===== config.mk =====
export PLATFORM = sky130hd
export DESIGN_NAME = spi_csel_ctrl
export DESIGN_NICKNAME = d
export VERILOG_FILES = /design/src/rtl/spi_csel_pkg.sv /design/src/rtl/spi_csel_regs.sv /design/src/rtl/spi_csel_seq.sv /design/src/rtl/spi_csel_drive.sv /design/src/rtl/spi_csel_ctrl.sv
export SDC_FILE = /design/constraint.sdc
export NUM_CORES = 1
export LEC_CHECK = 0
export ABC_CLOCK_PERIOD_IN_PS = 5500
export BUFFER_PORTS_ARGS = -buffer_cell sky130_fd_sc_hd__buf_4
export CORE_MARGIN = 2
export CORE_UTILIZATION = 39
export CTS_CLUSTER_SIZE = 14
export DETAILED_ROUTE_END_ITERATION = 8
export PLACE_DENSITY = 0.83
export SYNTH_ARGS = -nofsm -noshare
export SYNTH_HDL_FRONTEND = slang
export SYNTH_SLANG_ARGS = --single-unit

===== constraint.sdc =====
create_clock -name clk -period 5.5 [get_ports clk]
set_input_delay 1.1 -clock clk [delete_from_list [all_inputs] [get_ports clk]]
set_output_delay 1.1 -clock clk [all_outputs]
set_load 0.1 [all_outputs]

===== src/rtl/spi_csel_pkg.sv =====
// Package: shared types and register offsets for the chip-select controller.
// Assumes byte offsets on a 32-bit register port; only the low bits decode.
package spi_csel_pkg;

    // Sequencing modes; code 1 behaves as auto.
    typedef enum logic [1:0] {
        CSM_AUTO     = 2'd0,
        CSM_AUTO_ALT = 2'd1,
        CSM_HOLD     = 2'd2,
        CSM_OFF      = 2'd3
    } csel_mode_e;

    localparam int unsigned OFF_INDEX = 0;
    localparam int unsigned OFF_POL   = 4;
    localparam int unsigned OFF_MODE  = 8;
    localparam int unsigned MODE_MAX  = 3;

endpackage


===== src/rtl/spi_csel_regs.sv =====
// Module: register file with write validation for the chip-select controller.
// Holds the target index, the per-line polarity and the mode. A write is stored
// only when its value is in range for NUM_SEL; otherwise the register is kept.
// Assumes single-cycle write strobes; reads are combinational.
module spi_csel_regs
    import spi_csel_pkg::*;
#(
    parameter int unsigned NUM_SEL = 4,
    parameter int unsigned ADDR_W  = 8,
    parameter int unsigned IDX_W   = 2
) (
    input  logic               clk,
    input  logic               rst_n,
    input  logic               wr_en,
    input  logic [ADDR_W-1:0]  addr,
    input  logic [31:0]        wdata,
    output logic [31:0]        rdata,
    output logic [IDX_W-1:0]   idx_q,
    output logic [NUM_SEL-1:0] pol_q,
    output csel_mode_e         mode_q,
    output logic               idx_take,
    output logic               mode_take
);

    localparam logic [31:0]        IDX_LIMIT = 32'(NUM_SEL);
    localparam logic [31:0]        POL_LIMIT = 32'd1 << NUM_SEL;
    localparam logic [NUM_SEL-1:0] POL_RESET = {NUM_SEL{1'b1}};

    logic hit_idx, hit_pol, hit_mode;
    logic pol_take;

    // Decode which register the access targets.
    always_comb begin
        hit_idx  = (32'(addr) == OFF_INDEX);
        hit_pol  = (32'(addr) == OFF_POL);
        hit_mode = (32'(addr) == OFF_MODE);
    end

    // Qualify each write by its range check.
    always_comb begin
        idx_take  = wr_en && hit_idx  && (wdata < IDX_LIMIT);
        pol_take  = wr_en && hit_pol  && (wdata < POL_LIMIT);
        mode_take = wr_en && hit_mode && (wdata <= 32'(MODE_MAX));
    end

    // Store accepted values; reset loads index 0, mode 0 and all-ones polarity.
    always_ff @(posedge clk) begin
        if (!rst_n) begin
            idx_q  <= '0;
            pol_q  <= POL_RESET;
            mode_q <= CSM_AUTO;
        end else begin
            if (idx_take)  idx_q  <= wdata[IDX_W-1:0];
            if (pol_take)  pol_q  <= wdata[NUM_SEL-1:0];
            if (mode_take) mode_q <= csel_mode_e'(wdata[1:0]);
        end
    end

    // Return the addressed register zero-extended; unmapped offsets read 0.
    always_comb begin
        rdata = '0;
        if (hit_idx)  rdata = 32'(idx_q);
        if (hit_pol)  rdata = 32'(pol_q);
        if (hit_mode) rdata = 32'(mode_q);
    end

    p_idx_range_r2: assert property (@(posedge clk) disable iff (!rst_n)
        32'(idx_q) < IDX_LIMIT);

    p_idx_reject_r2: assert property (@(posedge clk) disable iff (!rst_n)
        (wr_en && hit_idx && wdata >= IDX_LIMIT) |=> $stable(idx_q));

    p_pol_reject_r3: assert property (@(posedge clk) disable iff (!rst_n)
        (wr_en && hit_pol && wdata >= POL_LIMIT) |=> $stable(pol_q));

    p_mode_reject_r4: assert property (@(posedge clk) disable iff (!rst_n)
        (wr_en && hit_mode && wdata > 32'(MODE_MAX)) |=> $stable(mode_q));

endmodule


===== src/rtl/spi_csel_seq.sv =====
// Module: assertion sequencer. Decides whether the target line is asserted now,
// from the mode, the transfer-active input and a hold flag. The hold flag is set
// by a frame seen in hold mode and cleared by any accepted index or mode write.
// Assumes the mode can only change through an accepted mode write.
module spi_csel_seq
    import spi_csel_pkg::*;
(
    input  logic       clk,
    input  logic       rst_n,
    input  csel_mode_e mode_q,
    input  logic       xfer_active,
    input  logic       idx_take,
    input  logic       mode_take,
    output logic       assert_en
);

    logic hold_q;
    logic release_req;

    // A new index or mode always releases a held line.
    always_comb release_req = idx_take || mode_take;

    // Track whether a frame has occurred since hold mode was last configured.
    always_ff @(posedge clk) begin
        if (!rst_n)                                 hold_q <= 1'b0;
        else if (release_req)                       hold_q <= 1'b0;
        else if (mode_q == CSM_HOLD && xfer_active) hold_q <= 1'b1;
    end

    // Combine mode, frame activity and the hold flag into one assert request.
    always_comb begin
        unique case (mode_q)
            CSM_AUTO, CSM_AUTO_ALT: assert_en = xfer_active;
            CSM_HOLD:               assert_en = xfer_active || hold_q;
            default:                assert_en = 1'b0;
        endcase
    end

    p_hold_clear_r8: assert property (@(posedge clk) disable iff (!rst_n)
        release_req |=> !hold_q);

    p_hold_keep_r7: assert property (@(posedge clk) disable iff (!rst_n)
        (mode_q == CSM_HOLD && hold_q && !release_req) |=> hold_q);

endmodule


===== src/rtl/spi_csel_drive.sv =====
// Module: per-line output drivers. The line matching the index drives the
// inverse of its polarity bit when asserted; every other line drives its bit.
// Assumes idx is already range-checked.
module spi_csel_drive
    import spi_csel_pkg::*;
#(
    parameter int unsigned NUM_SEL = 4,
    parameter int unsigned IDX_W   = 2
) (
    input  logic               clk,
    input  logic               rst_n,
    input  logic [IDX_W-1:0]   idx_q,
    input  logic [NUM_SEL-1:0] pol_q,
    input  csel_mode_e         mode_q,
    input  logic               assert_en,
    output logic [NUM_SEL-1:0] cs_out
);

    for (genvar i = 0; i < NUM_SEL; i++) begin : g_line
        localparam logic [IDX_W-1:0] LINE_ID = IDX_W'(i);
        logic active;
        // Decide whether this line is the asserted target.
        always_comb active = assert_en && (idx_q == LINE_ID);
        // Drive the idle level or its inverse.
        always_comb cs_out[i] = active ? ~pol_q[i] : pol_q[i];
    end

    p_single_line_r6: assert property (@(posedge clk) disable iff (!rst_n)
        $onehot0(cs_out ^ pol_q));

    p_off_idle_r9: assert property (@(posedge clk) disable iff (!rst_n)
        (mode_q == CSM_OFF) |-> (cs_out == pol_q));

endmodule


===== src/rtl/spi_csel_ctrl.sv =====
// Module: top of the SPI chip-select controller. Connects the validated
// register file, the assertion sequencer and the line drivers.
// Assumes 1 <= NUM_SEL <= 8 and a synchronous active-low reset.
module spi_csel_ctrl
    import spi_csel_pkg::*;
#(
    parameter int unsigned NUM_SEL = 4,
    parameter int unsigned ADDR_W  = 8
) (
    input  logic               clk,
    input  logic               rst_n,
    input  logic               reg_wr,
    input  logic [ADDR_W-1:0]  reg_addr,
    input  logic [31:0]        reg_wdata,
    output logic [31:0]        reg_rdata,
    input  logic               xfer_active,
    output logic [NUM_SEL-1:0] cs_out
);

    localparam int unsigned IDX_W = (NUM_SEL > 1) ? $clog2(NUM_SEL) : 1;

    logic [IDX_W-1:0]   idx_q;
    logic [NUM_SEL-1:0] pol_q;
    csel_mode_e         mode_q;
    logic               idx_take, mode_take, assert_en;

    spi_csel_regs #(.NUM_SEL(NUM_SEL), .ADDR_W(ADDR_W), .IDX_W(IDX_W)) u_regs (
        .clk(clk), .rst_n(rst_n), .wr_en(reg_wr), .addr(reg_addr),
        .wdata(reg_wdata), .rdata(reg_rdata), .idx_q(idx_q), .pol_q(pol_q),
        .mode_q(mode_q), .idx_take(idx_take), .mode_take(mode_take)
    );

    spi_csel_seq u_seq (
        .clk(clk), .rst_n(rst_n), .mode_q(mode_q), .xfer_active(xfer_active),
        .idx_take(idx_take), .mode_take(mode_take), .assert_en(assert_en)
    );

    spi_csel_drive #(.NUM_SEL(NUM_SEL), .IDX_W(IDX_W)) u_drive (
        .clk(clk), .rst_n(rst_n), .idx_q(idx_q), .pol_q(pol_q),
        .mode_q(mode_q), .assert_en(assert_en), .cs_out(cs_out)
    );

endmodule


# Word level (Yosys, flattened, before mapping)
# Index checks and enable logic that the tools add are counted.
word_totals:
  ff_bits: 9
  input_bits: 44
  out_inout_bits: 36
classes:
  order_cmp: 3
  n_eq_ne: 7
  mux: 8
  bitwise: 5
  n_reduce_logical: 18
ops:
  columns: ["op", "count"]
  rows:
  - ["$le 32x2->1 const B", 1]
  - ["$lt 32x3->1 const B", 1]
  - ["$lt 32x5->1 const B", 1]
  - ["$logic_and 1x1->1", 11]
  - ["$eq 8x3->1 const B", 1]
  - ["$eq 8x4->1 const B", 1]
  - ["$logic_not 8->1", 1]
  - ["$mux 4", 2]
  - ["$eq 2x2->1 const B", 3]
  - ["$not 1->1", 5]
  - ["$eq 2x1->1 const B", 2]
  - ["$logic_not 2->1", 2]
  - ["$mux 1", 4]
  - ["$reduce_or 2->1", 2]
  - ["$logic_or 1x1->1", 2]
  - ["$mux 2", 1]
  - ["$pmux 1 s2", 1]

# Depth between registers and ports, before layout
depth:
  depth_word: 5
  depth_mapped: 4

# Cells and area by module
# A second synthesis with hierarchy kept.
unflattened:
  hier_cells: 110
  hier_area_um2: 959.7
by_module_without_submodules:
  columns: ["module", "n_inst", "cells_each", "area_each_um2", "seq_area_each_um2"]
  rows:
  - ["spi_csel_regs", 1, 96, 839.6, 160.2]
  - ["spi_csel_drive", 1, 8, 67.6, 0.0]
  - ["spi_csel_seq", 1, 6, 52.6, 20.0]

# Least setup slack after synthesis
# Ideal clock, no wire load.
synth_path:
  path_type: "input to output"
  startpoint: "in reg_addr[5]"
  endpoint: "out reg_rdata[0]"
  arrival_time_ps: 3273
  path_slack_ps: 1127
  cell_stages: 4
  n_path_buf: 0
  cell_sequence: "or4_4 > nor2_1 > nand2_1 > o22ai_1"
synth_via:
  elab_chain_len: 4
  elab_cells_between_ends: 6
  classes_between: "eq/ne: 2; mux: 3; reduce/logical: 1"
synth_rtl:
  columns: ["item", "line", "rtl"]
  rows:
  - ["from (decl)", "spi_csel_ctrl.sv:13", "input logic [ADDR_W-1:0] reg_addr,"]
  - ["$logic_not 8->1", "spi_csel_regs.sv:34", "hit_idx = (32'(addr) == OFF_INDEX);"]
  - ["$mux 2", "spi_csel_regs.sv:62", "if (hit_idx) rdata = 32'(idx_q);"]
  - ["$mux 4", "spi_csel_regs.sv:63", "if (hit_pol) rdata = 32'(pol_q);"]
  - ["$mux 4 *", "spi_csel_regs.sv:64", "if (hit_mode) rdata = 32'(mode_q);"]
  - ["to (decl)", "spi_csel_ctrl.sv:15", "output logic [31:0] reg_rdata,"]
# Every way passes the cells marked *; elsewhere a longest branch is shown, timed or not.

# Final worst setup path
layout_path:
  startpoint: "in reg_addr[5]"
  endpoint: "out reg_rdata[2]"
layout_via:
  elab_chain_len: 3
  elab_cells_between_ends: 4
  classes_between: "eq/ne: 2; mux: 2"
layout_rtl:
  columns: ["item", "line", "rtl"]
  rows:
  - ["$eq 8x3->1", "spi_csel_regs.sv:35", "hit_pol = (32'(addr) == OFF_POL);"]
  - ["$mux 4", "spi_csel_regs.sv:63", null]
  - ["$mux 4 *", "spi_csel_regs.sv:64", null]
# Marked as above.

==> flow_summary.yaml <==
power_and_ir_drop:
  swShare: 0.516
  cellPowerDensity_mw_per_mm2: 202
  p_leak_nw: 0.561
  seqPwrFrac: 0.274
  ir_drop_uv: 140
  p_switching_w: 0.000123
  p_comb_frac: 0.508
  clock_power_share: 0.218
  internal_power_w: 0.000115
synthesis:
  synth_top_cell_by_area: "buf_4"
  yosys_warnings: 0
  yosys.area.top_type_share: 0.256
  syn_area_um2: 851
  synth.avg_cell_area_um2: 8.03
  ys_ff_latch: 9
  ys_types: 27
  yosysSeqAreaShare: 0.212
  netlist_instances: 106
  synthTopCellsByArea: "buf_4, dfxtp_1, mux2i_1"
final_layout:
  num_antenna_cells: 0
  utilization: 0.589
  area_growth_pct: 38.5
  drive_above_1_share: 0.365
  fin_nets: 204
worst_setup_path:
  cp.required_ps: 4400
  cp_max_fo: 7
  rr_startpoint: "u_regs.pol_q[1]"
  slowest_stage: "nor4_1"
  r2r_end: "u_regs.pol_q[1]"
  criticalPathCategory: "in2out"
  worstPathArrival_ps: 2470
  crit_family: "simple AND/OR/NAND/NOR gates"
  path_buf_inv: 2
  max_stage_delay_ps: 430
  cp_common_cell: "buf_4"
  reg2reg_depth: 2
  worst_setup_path_end_kind: "output pin"
  r2r_slack_ps: 4690
  crit_chain: "buf_4, nor4_1, nand4b_1, nor2_1, buf_4"
  crit_path_start_kind: "primary input"
cts:
  hold_buffers: 0
  clock_tree.buffer_depth: 2
  cts_root_buf: "clkbuf_4"
  numCtsBuffers: 3
  cts_resized: 0
  postCtsSetupBuffers: 0
  clk_latency_ps: 260
  clkSinkCount: 9
  cts_tree: "done"
  cts-htree-levels: 1
  clk_transition_reported_paths_ps: 60
timing:
  finalCriticalPeriod_ps: 3570
  hold_viol_final: 0
  max_freq_mhz: 280
  fin_tns_setup_ps: 0
  finalCritPeriodShare: 0.649
  fin_ws_ps: 1930
  worst_pin_slew_ps: 579
  rsz0062_at_grt: "false"
  setup_viol: 0
  slew_viol_final: 0
  slew_headroom: 0.610
  fin_worst_skew_ps: 0.257
  whs_ps: 481
die:
  coreArea_mm2: 0.00200
  start_util: 0.425
  ios: 80
  dieHeight_um: 50.7
  fp.dieW_um: 50.7
  placementRows: 16
  die_area_mm2: 0.00257
global_route:
  grt_pass1_wl_um: 3530
  antenna_found_initial: 0
  grt_pass1_vias: 816
  track_usage: 0.178
  grt_max_degree: 10
  grt-ovfl-total: 0
detailed_routing:
  drt_wl_total_um: 2150
  vias_per_cell: 4.56
  drc: 0
  via_count: 849
  drt_iter0_drc: 7
  dr.pass1.iters: 4
  wire_per_inst_um: 11.6
  ant_nets: 0
placement:
  dpl.hpwl_um: 1770
  io_buffers: 51
  pre_cts_ws_ps: 1930
  gp_congestion: 0.770
worst_hold_path:
  hold_depth: 2
  hold_start: "u_regs.mode_q[0]"
  min_to: "u_regs.mode_q[0]"
  hold_class: "reg2reg"
status:
  status: "finished, final reports clean"
job:
  maxCapViolCount: 0
## metrics by stage
step                      cell area [µm²]  total power [W]  instances
after global placement               1150         0.000186        182
after detailed placement             1150         0.000187        182
after CTS                            1180         0.000239        186
after global routing                 1180         0.000245        186
final                                1180         0.000238        186
after floorplan                       952         0.000176        133
## cell type report
class / instances / area, µm²
Timing Repair Buffer: 51 / 383
Sequential cell: 9 / 180
Fill cell: 199 / 823
Clock inverter: 1 / 5.00
Inverter: 7 / 26.3
Tap cell: 27 / 33.8
Clock buffer: 3 / 22.5
Multi-Input combinational cell: 88 / 528
## metal layers
layer / up-vias / GRT usage / wire length (µm)
li1: 433 / - / -
met5: - / 0 / 0
met3: 2 / 0.0446 / 113
met1: 386 / 0.184 / 805
met2: 28 / 0.353 / 1210
met4: 0 / 0.0405 / 15
## cells in the final DEF (no fill, tap or decap), types with 3 or more instances in the layout
cell	synthesis	routed
buf_4	29	51
clkbuf_4	0	3
conb_1	1	28
dfxtp_1	9	9
inv_1	7	7
mux2i_1	6	6
nand2_1	8	8
nand3b_1	3	3
nor2_1	4	4
nor3_1	3	3
nor4_1	9	9
xnor2_1	3	3
## cell families (layout without fill, tap and decap cells)
group,after synthesis,count (layout),share of synthesized area
multiplexers,6,6,0.0706
AND/OR/NAND/NOR,39,39,0.293
AO/OA/AOI/OAI,11,11,0.0927
flip-flops,9,9,0.212
other,1,28,0.00441
buffers and inverters,36,62,0.287
XOR/XNOR,4,4,0.0412
## power groups by stage
stage,Clock (W),Sequential (W),Combinational [W]
finish,0.0000519,0.0000651,0.000121
global route,0.0000553,0.0000651,0.000125
CTS,0.0000533,0.0000651,0.000120
detailed placement,0,0.0000666,0.000120
global placement,0,0.0000666,0.000119
floorplan,0,0.0000666,0.000109
## Yosys cell counts
cell and number:
buf_4 29, dfxtp_1 9, nor4_1 9, nand2_1 8, inv_1 7, mux2i_1 6, nor2_1 4, nand3b_1 3
nor3_1 3, xnor2_1 3, a211o_1 2, a21oi_1 2, nand4_1 2, nand4b_1 2, o211ai_1 2, o22ai_1 2
o31a_1 2, or4_1 2, a31oi_1 1, conb_1 1, nand3_1 1, nor2b_1 1, nor3b_1 1, nor4_4 1
or4_4 1, or4b_4 1, xor2_1 1
## worst reg2reg max path, stage by stage, from the launching register on
cell	delay, ps
dfxtp_1	340
o31a_1	110
a211o_1	260
## worst max-delay path by stage
| stage | startpoint | depth (start not counted) | end |
|---|---|---|---|
| 2_1_floorplan | reg_addr[5] | 4 | reg_rdata[0] |
| 3_3_place_gp | reg_addr[5] | 5 | reg_rdata[3] |
| 3_5_place_dp | reg_addr[5] | 5 | reg_rdata[2] |
| 4_1_cts | reg_addr[5] | 5 | reg_rdata[2] |
| 5_1_grt | reg_addr[5] | 5 | reg_rdata[3] |
| 6_report | reg_addr[5] | 5 | reg_rdata[2] |
## sequential cells by signal, indices dropped and copies added (netlist names)
register / count
u_regs.idx_q: 2
u_regs.mode_q: 2
u_regs.pol_q: 4
u_seq.hold_q: 1
Note: power is estimated with default switching activity, not from simulation.
